`src/rtl/brd_rst_pkg.sv`:
```
package brd_rst_pkg;
  typedef enum logic [1:0] {
    SEQ_HOLD = 2'd0,
    SEQ_WAIT = 2'd1,
    SEQ_RUN  = 2'd2
  } seq_st_t;
endpackage

```
`src/rtl/rst_sync2.sv`:
```
module rst_sync2 #(
  parameter int W = 8,
  parameter logic [W-1:0] RST_VAL = '0
) (
  input  logic         clk,
  input  logic         rst,
  input  logic [W-1:0] d,
  output logic [W-1:0] q
);
  for (genvar g = 0; g < W; g++) begin : g_bit
    logic [1:0] sh;
    always_ff @(posedge clk) begin
      if (rst) sh <= {2{RST_VAL[g]}};
      else     sh <= {sh[0], d[g]};
    end
    assign q[g] = sh[1];
  end
endmodule

```
`src/rtl/rst_req_stretch.sv`:
```
module rst_req_stretch #(
  parameter int STRETCH_LEN = 16
) (
  input  logic clk,
  input  logic rst,
  input  logic req,
  output logic active
);
  localparam int CW = $clog2(STRETCH_LEN + 1);

  logic [CW-1:0] cnt_q;

  always_ff @(posedge clk) begin
    if (rst)               cnt_q <= '0;
    else if (req)          cnt_q <= CW'(STRETCH_LEN);
    else if (cnt_q != '0)  cnt_q <= cnt_q - CW'(1);
  end

  assign active = req | (cnt_q != '0);

  AST_STRETCH_LOAD: assert property (@(posedge clk) disable iff (rst)
    req |=> (cnt_q == CW'(STRETCH_LEN)));
  AST_STRETCH_COUNTDOWN: assert property (@(posedge clk) disable iff (rst)
    (!req && cnt_q != '0) |=> (cnt_q == $past(cnt_q) - CW'(1)));
endmodule

```
`src/rtl/rst_release_ctl.sv`:
```
module rst_release_ctl
  import brd_rst_pkg::*;
#(
  parameter int HRST_DLY = 8
) (
  input  logic clk,
  input  logic rst,
  input  logic sys_hold,
  output logic hold_nxt,
  output logic hrst_nxt
);
  localparam int CW = (HRST_DLY > 1) ? $clog2(HRST_DLY) : 1;

  seq_st_t       st_q, st_n;
  logic [CW-1:0] cnt_q, cnt_n;

  always_comb begin
    st_n  = st_q;
    cnt_n = cnt_q;
    if (sys_hold) begin
      st_n  = SEQ_HOLD;
      cnt_n = '0;
    end else begin
      case (st_q)
        SEQ_HOLD: begin
          st_n  = SEQ_WAIT;
          cnt_n = '0;
        end
        SEQ_WAIT: begin
          if (cnt_q == CW'(HRST_DLY - 1)) st_n = SEQ_RUN;
          else                            cnt_n = cnt_q + CW'(1);
        end
        SEQ_RUN:  st_n = SEQ_RUN;
        default:  st_n = SEQ_HOLD;
      endcase
    end
  end

  always_ff @(posedge clk) begin
    if (rst) begin
      st_q  <= SEQ_HOLD;
      cnt_q <= '0;
    end else begin
      st_q  <= st_n;
      cnt_q <= cnt_n;
    end
  end

  assign hold_nxt = (st_n == SEQ_HOLD);
  assign hrst_nxt = (st_n == SEQ_HOLD) || (st_n == SEQ_WAIT);

  AST_HOLD_FOLLOWS: assert property (@(posedge clk) disable iff (rst)
    sys_hold |=> (st_q == SEQ_HOLD));
  AST_WAIT_SPAN: assert property (@(posedge clk) disable iff (rst)
    (st_q == SEQ_RUN && $past(st_q) == SEQ_WAIT) |-> ($past(cnt_q) == CW'(HRST_DLY - 1)));
endmodule

```
`src/rtl/brd_rst_seq.sv`:
```
module brd_rst_seq #(
  parameter int HRST_DLY    = 8,
  parameter int STRETCH_LEN = 16
) (
  input  logic clk,
  input  logic rst,
  input  logic pwr_good_i,
  input  logic hot_ok_i,
  input  logic sw_rst_n_i,
  input  logic cpu_req_n_i,
  input  logic dbg_hard_n_i,
  input  logic dbg_soft_n_i,
  input  logic dbg_test_n_i,
  input  logic dbg_present_i,
  output logic cpu_por_n_o,
  output logic cpu_hrst_n_o,
  output logic cpu_trst_n_o,
  output logic cfg_drv_n_o,
  output logic phy_rst_n_o,
  output logic mem_rst_n_o,
  output logic dev_rst_n_o
);
  localparam int NIN = 8;
  localparam logic [NIN-1:0] IDLE_VAL = 8'b0011_1110;

  logic [NIN-1:0] raw, syn;
  logic pwr_s, hot_s, sw_s, req_s, hard_s, soft_s, test_s, dbg_on_s;
  logic stretch_on, sys_hold, hold_nxt, hrst_nxt;
  logic por_a, hrst_a, trst_a, cfg_a, per_a;

  assign raw = {pwr_good_i, hot_ok_i, sw_rst_n_i, cpu_req_n_i,
                dbg_hard_n_i, dbg_soft_n_i, dbg_test_n_i, dbg_present_i};

  rst_sync2 #(.W(NIN), .RST_VAL(IDLE_VAL)) u_sync (
    .clk(clk), .rst(rst), .d(raw), .q(syn)
  );

  assign pwr_s    =  syn[7];
  assign hot_s    =  syn[6];
  assign sw_s     = ~syn[5];
  assign req_s    = ~syn[4];
  assign hard_s   = ~syn[3];
  assign soft_s   = ~syn[2];
  assign test_s   = ~syn[1];
  assign dbg_on_s =  syn[0];

  rst_req_stretch #(.STRETCH_LEN(STRETCH_LEN)) u_stretch (
    .clk(clk), .rst(rst), .req(req_s), .active(stretch_on)
  );

  assign sys_hold = ~hot_s | ~pwr_s | sw_s | stretch_on;

  rst_release_ctl #(.HRST_DLY(HRST_DLY)) u_ctl (
    .clk(clk), .rst(rst), .sys_hold(sys_hold),
    .hold_nxt(hold_nxt), .hrst_nxt(hrst_nxt)
  );

  assign por_a  = ~hot_s | hold_nxt | hard_s;
  assign hrst_a = ~hot_s | hrst_nxt | soft_s;
  assign cfg_a  = hrst_a | ~cpu_hrst_n_o;
  assign trst_a = ~hot_s | (dbg_on_s ? test_s : hold_nxt);
  assign per_a  = hold_nxt;

  always_ff @(posedge clk) begin
    if (rst) begin
      cpu_por_n_o  <= 1'b0;
      cpu_hrst_n_o <= 1'b0;
      cpu_trst_n_o <= 1'b0;
      cfg_drv_n_o  <= 1'b0;
      phy_rst_n_o  <= 1'b0;
      mem_rst_n_o  <= 1'b0;
      dev_rst_n_o  <= 1'b0;
    end else begin
      cpu_por_n_o  <= ~por_a;
      cpu_hrst_n_o <= ~hrst_a;
      cpu_trst_n_o <= ~trst_a;
      cfg_drv_n_o  <= ~cfg_a;
      phy_rst_n_o  <= ~per_a;
      mem_rst_n_o  <= ~per_a;
      dev_rst_n_o  <= ~per_a;
    end
  end

  AST_HARD_TO_POR: assert property (@(posedge clk) disable iff (rst)
    hard_s |=> !cpu_por_n_o);
  AST_SOFT_TO_HRST: assert property (@(posedge clk) disable iff (rst)
    soft_s |=> !cpu_hrst_n_o);
  AST_TEST_TO_TRST: assert property (@(posedge clk) disable iff (rst)
    (hot_s && dbg_on_s && test_s) |=> !cpu_trst_n_o);
  AST_TRST_DBG_OWNED: assert property (@(posedge clk) disable iff (rst)
    (hot_s && dbg_on_s && !test_s) |=> cpu_trst_n_o);
  AST_CFG_TRAILS: assert property (@(posedge clk) disable iff (rst)
    $rose(cpu_hrst_n_o) |-> !cfg_drv_n_o);
  AST_CFG_ONE_CLK: assert property (@(posedge clk) disable iff (rst)
    (cpu_hrst_n_o && $past(cpu_hrst_n_o)) |-> cfg_drv_n_o);
  AST_HOT_HOLDS_ALL: assert property (@(posedge clk) disable iff (rst)
    !hot_s |=> (!cpu_por_n_o && !cpu_hrst_n_o && !cpu_trst_n_o && !cfg_drv_n_o
                && !phy_rst_n_o && !mem_rst_n_o && !dev_rst_n_o));
  AST_PERIPH_IN_HOLD: assert property (@(posedge clk) disable iff (rst)
    !phy_rst_n_o |-> !cpu_por_n_o);
endmodule

```
`config.mk`:
```
export PLATFORM = sky130hd
export DESIGN_NAME = brd_rst_seq
export DESIGN_NICKNAME = d
export VERILOG_FILES = /design/src/rtl/brd_rst_pkg.sv /design/src/rtl/rst_sync2.sv /design/src/rtl/rst_req_stretch.sv /design/src/rtl/rst_release_ctl.sv /design/src/rtl/brd_rst_seq.sv
export SDC_FILE = /design/constraint.sdc
export NUM_CORES = 1
export LEC_CHECK = 0
export BUFFER_PORTS_ARGS = -buffer_cell sky130_fd_sc_hd__buf_2
export CAP_MARGIN = 20
export CORE_ASPECT_RATIO = 0.7
export CORE_MARGIN = 4
export CORE_UTILIZATION = 33
export CTS_BUF_LIST = sky130_fd_sc_hd__clkbuf_8
export CTS_CLUSTER_SIZE = 20
export DETAILED_ROUTE_END_ITERATION = 16
export PLACE_DENSITY = 0.62
export SYNTH_ARGS = -nofsm -noshare
export SYNTH_HDL_FRONTEND = slang
export SYNTH_SLANG_ARGS = --single-unit
```
`constraint.sdc`:
```
create_clock -name clk -period 1.7 [get_ports clk]
set_clock_uncertainty 0.15 [all_clocks]
set_input_delay 0.085 -clock clk [delete_from_list [all_inputs] [get_ports clk]]
set_output_delay 0.085 -clock clk [all_outputs]
set_load 0.02 [all_outputs]
```
==> impl_results.md <==
* Slew Limit Fails at 0
* Fin worst setup slack at 0.132 ns
* Sink Count at 31
* Total leakage power at 0.599 nW
* Via count at roughly 720
* Diodes inserted at 0
* CTS tree: done
* Register-to-register path setup slack at 0.13 ns
* Critical R2R Capture: u_stretch.cnt_q[1]$_SDFFE_PP0P_
* Std cell rows at 17
* Top cells by area, synth: dfxtp_1, or2_2, ha_1
* Fillcell total at around 320
* GPL Wtd Cong at between 0.6 and 0.7
* First-pass GRT wire length at around 2900 µm
* HP Start: rst
* P_int at between 1 and 1.5 mW
* Syn Inst Count at 100
* Share of the synthesized area in the top cell type at 57.3%
* Max stage delay on crit path at approximately 0.5 ns
* CTS max path bufs at 2
* Reg-to-reg startpoint: u_stretch.cnt_q[0]$_SDFFE_PP0P_
* Max Freq at between 600 and 700 MHz
* Placed Cells at 150
* Hold Crit Class: primary input to flip-flop
* Peak supply drop at approximately 0.55 mV
* # IOs at 17
* Run status: finished, final reports clean
* DPL Wire Length at about 1100 µm
* Initial antenna violation count at 0
* Starting Density at ~34%
* Gr usage total at under 10%
* Highest-count cells in the layout ignoring fill and taps: dfxtp_1, buf_2, nor2_1
* Core Area at approximately 3100 µm²
* Overflow after GRT at 0
* Relative slew slack at between 70 and 80%
* Die H at ~56 µm
* Syn_area_per_cell at 10.8 µm²
* Buffers on Ports at 16
* Final Non-Filler Cells at about 170
* MaxCap Viol Count at 0
* CP Capture Type: flip-flop
* Root Buffer: clkbuf_8
* CP max FO at 4
* Post-Syn Area at roughly 1100 µm²
* Worst Path Buf+Inv at 1
* TNS Setup at 0 ns
* Total power at 1.88 mW
* CP top delay family: simple AND/OR/NAND/NOR gates
* Post-synthesis sequential area ratio at 57.3%
* Post-synth top area cell: dfxtp_1
* R2R cell count at 5
* Tmin final at 1.57 ns
* Layout cells sized above 1 at between 20 and 30%
* Routed wire length at between 1500 and 2000 µm
* WL per Instance at 9.80 µm
* Endpoints failing setup at 0
* CP Cell Sequence: inv_1 > ha_1 > or4b_4 > nor2_1 > a211oi_2
* Syn nets at roughly 110
* Die area at around 4300 µm²
* Logic pwr share at 21.3%
* Warnings from Yosys at 0
* Slowest cell on crit path: or4b_4
* Pwr/cell area at ~1400 nW/µm²
* Clock-pin slew of the registers on the worst-case setup and hold paths at about 0.060 ns
* Multi-input gate area at between 400 and 500 µm²
* Critical Path RT at ~1.7 ns
* First-pass DRT Iterations at 4
* CTS buffer count at 5
* Netlist cell types at 29
* Flop pwr share at between 40% and 50%
* Via density at between 4 and 5
* Final #Nets at 141
* H-tree lvl count at 2
* Worst hold endpoint: u_sync.g_bit[0].sh[0]$_SDFF_PP0_
* Sequential cell area at slightly above 600 µm²
* Crit path launch type: flip-flop
* Most common library cell in the layout ignoring fill and taps: dfxtp_1
* Clock power share at 32.3%
* Detailed Route Iter0 Violations at roughly 40
* Measured slew at the worst slew-check pin at 0.357 ns
* Area Overhead vs Synth at 27.1%
* Worst Path Arrival at approximately 1.6 ns
* Hold Violations, Final at 0
* Switching share of power at 26.3%
* Number of global-route vias before repair at 689
* Post-route DRC at 0
* Skew-Pair Late Insertion Delay at approximately 0.28 ns
* Die width at about 76 µm
* Final cycle utilization of the critical path at between 90% and 100%
* DRT antenna net count at 0
* Pin count of the biggest net entering global routing at 21
* RSZ-0062 raised after global routing: no
* Setup WS pre-CTS at 0.130 ns
* Hold path depth at 2
* P_sw at 0.496 mW
* #FFs+latches synth at 31
* Critical path class: flip-flop to flip-flop
==> state kept, by name, summed over array words and instances (netlist names) <==
register / flops
cfg_drv_n_o: 1
dev_rst_n_o: 1
cpu_trst_n_o: 1
u_ctl.cnt_q: 3
u_stretch.cnt_q: 5
u_ctl.st_q: 2
cpu_por_n_o: 1
u_sync.g_bit.sh: 16
cpu_hrst_n_o: 1
==> power by group through the flow <==
stage,logic (mW),clock network (mW),registers (mW)
finish,0.402,0.609,0.873
global route,0.444,0.663,0.883
CTS,0.384,0.626,0.862
detailed placement,0.367,0,0.877
global placement,0.358,0,0.875
floorplan,0.315,0,0.864
==> synth_stat cells (all sizes together) <==
cell,number
or2,10
nor2,12
a21oi,1
clkbuf,2
mux2i,2
buf,2
and4b,1
nor3,3
dfxtp,31
nor4b,1
nand4b,1
a22oi,2
o21ai,2
and3b,1
inv,4
a21o,1
nand2,1
a21boi,1
or4b,1
ha,4
a211oi,1
nand2b,2
nand3,2
nor3b,2
xnor2,2
nor2b,8
==> how the worst max path moves through the flow <==
stage | from | endpoint | slack, ns | depth (start not counted)
2_1_floorplan | u_stretch.cnt_q[0]$_SDFFE_PP0P_ | u_stretch.cnt_q[1]$_SDFFE_PP0P_ | 0.24 | 4
3_3_place_gp | u_stretch.cnt_q[0]$_SDFFE_PP0P_ | u_stretch.cnt_q[1]$_SDFFE_PP0P_ | 0.21 | 5
3_5_place_dp | u_stretch.cnt_q[0]$_SDFFE_PP0P_ | cfg_drv_n_o$_SDFF_PP0_ | 0.13 | 5
4_1_cts | u_stretch.cnt_q[0]$_SDFFE_PP0P_ | cfg_drv_n_o$_SDFF_PP0_ | 0.11 | 5
5_1_grt | u_ctl.cnt_q[0]$_SDFFE_PP0P_ | u_ctl.cnt_q[1]$_SDFFE_PP0P_ | 0.009 | 5
6_report | u_stretch.cnt_q[0]$_SDFFE_PP0P_ | u_stretch.cnt_q[1]$_SDFFE_PP0P_ | 0.13 | 5
==> cell families after synthesis <==
| kind of cell | Yosys count | synth area share (%) |
|---|---|---|
| and+or+nand+nor | 45 | 25.9 |
| DFF | 31 | 57.3 |
| AOI/OAI and AO/OA | 8 | 5.31 |
| buffers and inverters | 8 | 3.46 |
| adders and majority gates | 4 | 4.62 |
| xor gates and xnor gates | 2 | 1.62 |
| muxes | 2 | 1.85 |
==> what timing repair did <==
action | 4_1_cts | 5_1_grt
resized for setup | 0 | 1
buffers inserted | 0 | 0
hold buffers | 8 | 0
hold endpoints to repair | 8 | 0
endpoints found under the setup margin | 0 | 4
==> through the flow <==
| stage | util, % | cell area, µm² | hold slack [ns] |
|---|---|---|---|
| floorplan | - | 1080 | 0.0388 |
| global placement | 37.8 | 1190 | 0.117 |
| detailed placement | 37.8 | 1190 | 0.119 |
| CTS | 43.5 | 1370 | 0.0160 |
| global route | 43.8 | 1380 | 0.0238 |
| finish | 43.8 | 1380 | 0.0147 |
==> area by class of cell <==
type | count | area share (%)
Clock buffer | 7 | 6.99
Clock inverter | 1 | 0.272
Inverter | 4 | 1.09
Multi-Input combinational cell | 61 | 31.5
Sequential cell | 31 | 45.0
Tap cell | 38 | 3.45
Timing Repair Buffer | 24 | 11.6
==> per-layer routing <==
metal	track usage [%]	part of all wire, %	vias to the layer above
li1	-	-	381
met1	10.7	49	308
met2	12.1	40	19
met3	4.85	7.5	7
met4	6.98	3.3	0
met5	0	0	-
(Power assumes the default switching activity.)
